**src/rtl/ctr_pkg.sv**
```systemverilog
// Package: shared mode encoding for the wrapping step counter.
// Assumes the mode is formed as {step_up, step_dn}.
package ctr_pkg;

    typedef enum logic [1:0] {
        MODE_LOAD = 2'b00,
        MODE_DOWN = 2'b01,
        MODE_UP   = 2'b10,
        MODE_HOLD = 2'b11
    } ctr_mode_e;

endpackage

```
**src/rtl/ctr_step.sv**
```systemverilog
// Module: ctr_step
// Computes the next count and the wrap flags for one clock edge.
// Purely combinational. Assumes UP_STEP and DN_STEP are below 2**WIDTH,
// so that one step wraps at most once.
module ctr_step
    import ctr_pkg::*;
#(
    parameter int WIDTH   = 9,
    parameter int UP_STEP = 3,
    parameter int DN_STEP = 5
) (
    input  logic [WIDTH-1:0] cur,
    input  logic [WIDTH-1:0] load_val,
    input  ctr_mode_e        mode,
    output logic [WIDTH-1:0] nxt,
    output logic             wrap_up,
    output logic             wrap_dn
);
    localparam int XW = WIDTH + 1;
    localparam logic [XW-1:0] UP_X = XW'(UP_STEP);
    localparam logic [XW-1:0] DN_X = XW'(DN_STEP);

    logic [XW-1:0] sum_x;
    logic [XW-1:0] dif_x;

    // extended add and subtract; the top bit marks a wrap
    assign sum_x = {1'b0, cur} + UP_X;
    assign dif_x = {1'b0, cur} - DN_X;

    // select the next value and flags from the mode
    always_comb begin
        nxt     = cur;
        wrap_up = 1'b0;
        wrap_dn = 1'b0;
        case (mode)
            MODE_LOAD: nxt = load_val;
            MODE_UP: begin
                nxt     = sum_x[WIDTH-1:0];
                wrap_up = sum_x[WIDTH];
            end
            MODE_DOWN: begin
                nxt     = dif_x[WIDTH-1:0];
                wrap_dn = dif_x[WIDTH];
            end
            default: nxt = cur;
        endcase
    end
endmodule

```
**src/rtl/ctr_parity.sv**
```systemverilog
// Module: ctr_parity
// XOR reduction of a WIDTH-bit word. Combinational; the result is 1
// when the word holds an odd number of ones.
module ctr_parity #(
    parameter int WIDTH = 9
) (
    input  logic [WIDTH-1:0] word,
    output logic             odd
);
    // fold every bit into one XOR accumulator
    always_comb begin
        odd = 1'b0;
        for (int i = 0; i < WIDTH; i++) begin
            odd = odd ^ word[i];
        end
    end
endmodule

```
**src/rtl/updown_step_counter.sv**
```systemverilog
// Module: updown_step_counter
// Loadable counter that steps up by UP_STEP or down by DN_STEP modulo
// 2**WIDTH. Carry, borrow and parity are registered with the count.
// Assumes inputs settle away from the rising edge. The synchronous
// reset is active low.
module updown_step_counter
    import ctr_pkg::*;
#(
    parameter int WIDTH   = 9,
    parameter int UP_STEP = 3,
    parameter int DN_STEP = 5
) (
    input  logic             clk,
    input  logic             rst_n,
    input  logic [WIDTH-1:0] load_val,
    input  logic             step_up,
    input  logic             step_dn,
    output logic [WIDTH-1:0] count_q,
    output logic             carry_q,
    output logic             borrow_q,
    output logic             parity_q
);
    localparam logic [WIDTH-1:0] UP_V = WIDTH'(UP_STEP);
    localparam logic [WIDTH-1:0] DN_V = WIDTH'(DN_STEP);

    ctr_mode_e        mode;
    logic [WIDTH-1:0] nxt;
    logic             wrap_up;
    logic             wrap_dn;
    logic             par_nxt;

    // form the mode from the two direction controls
    assign mode = ctr_mode_e'({step_up, step_dn});

    ctr_step #(
        .WIDTH  (WIDTH),
        .UP_STEP(UP_STEP),
        .DN_STEP(DN_STEP)
    ) u_step (
        .cur     (count_q),
        .load_val(load_val),
        .mode    (mode),
        .nxt     (nxt),
        .wrap_up (wrap_up),
        .wrap_dn (wrap_dn)
    );

    ctr_parity #(
        .WIDTH(WIDTH)
    ) u_par (
        .word(nxt),
        .odd (par_nxt)
    );

    // register the count and all flags together
    always_ff @(posedge clk) begin
        if (!rst_n) begin
            count_q  <= '0;
            carry_q  <= 1'b0;
            borrow_q <= 1'b0;
            parity_q <= 1'b0;
        end else begin
            count_q  <= nxt;
            carry_q  <= wrap_up;
            borrow_q <= wrap_dn;
            parity_q <= par_nxt;
        end
    end


    flags_excl_chk: assert property (@(posedge clk) disable iff (!rst_n)
        !(carry_q && borrow_q));


    load_take_chk: assert property (@(posedge clk) disable iff (!rst_n)
        (!step_up && !step_dn) |=>
            (count_q == $past(load_val) && !carry_q && !borrow_q));


    up_step_chk: assert property (@(posedge clk) disable iff (!rst_n)
        (step_up && !step_dn) |=> (count_q == WIDTH'($past(count_q) + UP_V)));


    dn_step_chk: assert property (@(posedge clk) disable iff (!rst_n)
        (!step_up && step_dn) |=> (count_q == WIDTH'($past(count_q) - DN_V)));


    carry_wrap_chk: assert property (@(posedge clk) disable iff (!rst_n)
        (step_up && !step_dn) |=> (carry_q == (count_q < $past(count_q))));


    borrow_wrap_chk: assert property (@(posedge clk) disable iff (!rst_n)
        (!step_up && step_dn) |=> (borrow_q == (count_q > $past(count_q))));


    hold_keep_chk: assert property (@(posedge clk) disable iff (!rst_n)
        (step_up && step_dn) |=> ($stable(count_q) && !carry_q && !borrow_q));


    parity_match_chk: assert property (@(posedge clk) disable iff (!rst_n)
        parity_q == (^count_q));
endmodule

```
**config.mk**
```make
export PLATFORM = sky130hd
export DESIGN_NAME = updown_step_counter
export DESIGN_NICKNAME = d
export VERILOG_FILES = /design/src/rtl/ctr_pkg.sv /design/src/rtl/ctr_step.sv /design/src/rtl/ctr_parity.sv /design/src/rtl/updown_step_counter.sv
export SDC_FILE = /design/constraint.sdc
export NUM_CORES = 1
export LEC_CHECK = 0
export BUFFER_PORTS_ARGS = -buffer_cell sky130_fd_sc_hd__buf_2
export CORE_ASPECT_RATIO = 1.2
export CORE_MARGIN = 1
export CORE_UTILIZATION = 40
export CTS_CLUSTER_DIAMETER = 30
export DETAILED_ROUTE_END_ITERATION = 10
export GPL_TIMING_DRIVEN = 1
export PLACE_DENSITY = 0.63
export SLEW_MARGIN = 20
export SYNTH_ARGS = -nofsm -noshare
export SYNTH_HDL_FRONTEND = slang
export SYNTH_SLANG_ARGS = --single-unit
```
**constraint.sdc**
```tcl
create_clock -name clk -period 2.26 [get_ports clk]
set_clock_uncertainty 0.05 [all_clocks]
set_input_delay 0.339 -clock clk [delete_from_list [all_inputs] [get_ports clk]]
set_output_delay 0.339 -clock clk [all_outputs]
set_load 0.01 [all_outputs]
```
==> results.json <==
{
  "overflow": 0,
  "critPathRequiredTime_ps": 2430,
  "yosysUniqueCellTypes": 43,
  "grt_max_degree": 16,
  "place.gp.congestion": 0.849,
  "routed_wl_mm": 2.38,
  "max_freq_ghz": 0.461,
  "synthToLayoutAreaGrowth_pct": 32.9,
  "htreeDepth": 1,
  "port_buffers": 24,
  "drt_iter0_drc": 16,
  "num_antenna_cells": 0,
  "cts_tree": "built",
  "hold_violations": 0,
  "antenna_found_initial": 0,
  "multi_input_area_um2": 662,
  "route.detailed.drc": 0,
  "reg2regPathDepth": 9,
  "criticalPathCategory": "reg -> reg",
  "cts_buffer_depth": 2,
  "core_area_um2": 2120,
  "dpl-instance-area_um2": 1120,
  "rows": 18,
  "vias_per_cell": 5.60,
  "synthCells": 114,
  "min_path_type": "in -> reg",
  "worst_setup_path_end_kind": "flop",
  "instances_no_fill": 177,
  "fin_crit_sh_pct": 96.1,
  "layout_common_cells": "buf_2, nor2_1, buf_4",
  "register_area_um2": 245,
  "root_buffer": "clkbuf_4",
  "layout_setup_ws_ps": 89.1,
  "yosys-top-cells-area": "dfxtp_1, nor2_1, nor3_1",
  "ys_warn_count": 0,
  "peakVddDrop_mv": 0.358,
  "clkSinkCount": 12,
  "fillCellCount": 207,
  "max_slew_margin_pct": 73.0,
  "startpoint_type": "flop",
  "fin_area_um2": 1210,
  "synth_ff_type": "dfxtp_1",
  "antenna_left": 0,
  "p_leak_nw": 0.501,
  "hold_slack_ps": 277,
  "setup_viol": 0,
  "yosys.area.top_type": "dfxtp_1",
  "placedCellCount": 172,
  "max_slew.worst_pin.slew_ps": 403,
  "grt_pass1_vias": 899,
  "final_max_slew_viol_count": 0,
  "worst-path-max-fanout": 4,
  "drtPass1Iterations": 4,
  "nets": 162,
  "layout_commonest_cell": "buf_2",
  "finalPower_uw": 758,
  "initial_core_util_pct": 43.1,
  "insertion_delay_ps": 290,
  "die_h_um": 54.3,
  "fin_util_pct": 57.3,
  "arrival_ps": 2350,
  "place_ws_ps": 2.56,
  "ctsHoldBuffers": 0,
  "whs_path_depth": 2,
  "die_w_um": 45.6,
  "dieArea_um2": 2480,
  "synth_edf_count": 0,
  "drive_above_1_share_pct": 38.1,
  "ys_seq_elements": 12,
  "clkTransAtPathRegs_ps": 90,
  "ios": 25,
  "ys_seq_area_share_pct": 26.3,
  "mappedNetlistNets": 128,
  "max_cap_violations": 0,
  "status": "complete, no violations",
  "place_hpwl_mm": 1.84,
  "netlist.area_leader.share_pct": 26.3,
  "wl_per_cell_um": 13.4,
  "pwr_density_cell_nw_per_um2": 625,
  "vias": 992,
  "track_usage_pct": 22.5,
  "fin_setup_tns_ps": 0,
  "fin_crit_ps": 2170,
  "numCtsBuffers": 3,
  "synth_area_um2": 913,
  "avgSynthCellArea_um2": 8.01,
  "grt_pass1_wl_mm": 4.00,
  "synthArstFlopShare_pct": 0
}
==> synthesized netlist by cell type, types with 3 or more instances <==
cell type and n:
a21oi_1 6, o21ai_0 7, and2_1 3, nand3_1 3
nor3_1 8, buf_2 6, inv_1 5, dfxtp_1 12
or3_1 3, nor2_1 12, nand2_1 6, o21a_1 3
o32ai_1 3
==> routing by layer <==
metal	part of all wire, %	global-route usage (%)
met1	45	29.7
met2	50	36.7
met3	3.7	3.96
met4	1.4	7.58
met5	0	0
==> cells by family after synthesis <==
kind of cell    after synthesis  share of synthesized area [%]
compound gates               34                           26.6
xor+xnor                      4                           5.34
fa+ha+maj                     1                           1.37
buf+inv                      13                           6.99
flops                        12                           26.3
mux                           4                           5.89
simple gates                 46                           27.5
==> repair_timing <==
action | in CTS | in global routing
setup buffers | 1 | 0
pin swaps | 0 | 1
resized for setup | 0 | 9
endpoints found under the setup margin | 1 | 1
gates cloned | 0 | 0
==> power by group <==
| part | switching, mW | internal [mW] | leakage (nW) |
|---|---|---|---|
| clock network | 0.0805 | 0.0982 | 0.0210 |
| logic | 0.156 | 0.163 | 0.380 |
| registers | 0.0238 | 0.237 | 0.100 |
==> path summary, 6_finish.rpt <==
check / from / end / slack [ps]
worst min-delay path: rst_n / count_q[0] / 280
worst min register to register: count_q[8] / borrow_q / 480
worst max register to register: count_q[0] / parity_q / 90
worst max-delay path: count_q[0] / parity_q / 90
==> critical path, cell delays in order (launching register included) <==
cell     delay [ps]
dfxtp_4         340
inv_1            50
ha_2            210
nor2b_4          60
nor2b_4         110
mux4_2          480
o21a_1          190
or3_4           330
a21o_1          180
mux2i_1         120
==> sequential cells by signal, indices dropped and copies added, names as in the netlist <==
name      cells
borrow_q      1
carry_q       1
count_q       9
parity_q      1
==> final cells by class <==
cell class | instances | area share [%]
Multi-Input combinational cell | 89 | 54.5
Sequential cell | 12 | 20.2
Timing Repair Buffer | 36 | 17.3
Tap cell | 30 | 3.09
Clock buffer | 4 | 2.99
Inverter | 6 | 1.86
Power figures use the tool's default switching activity.
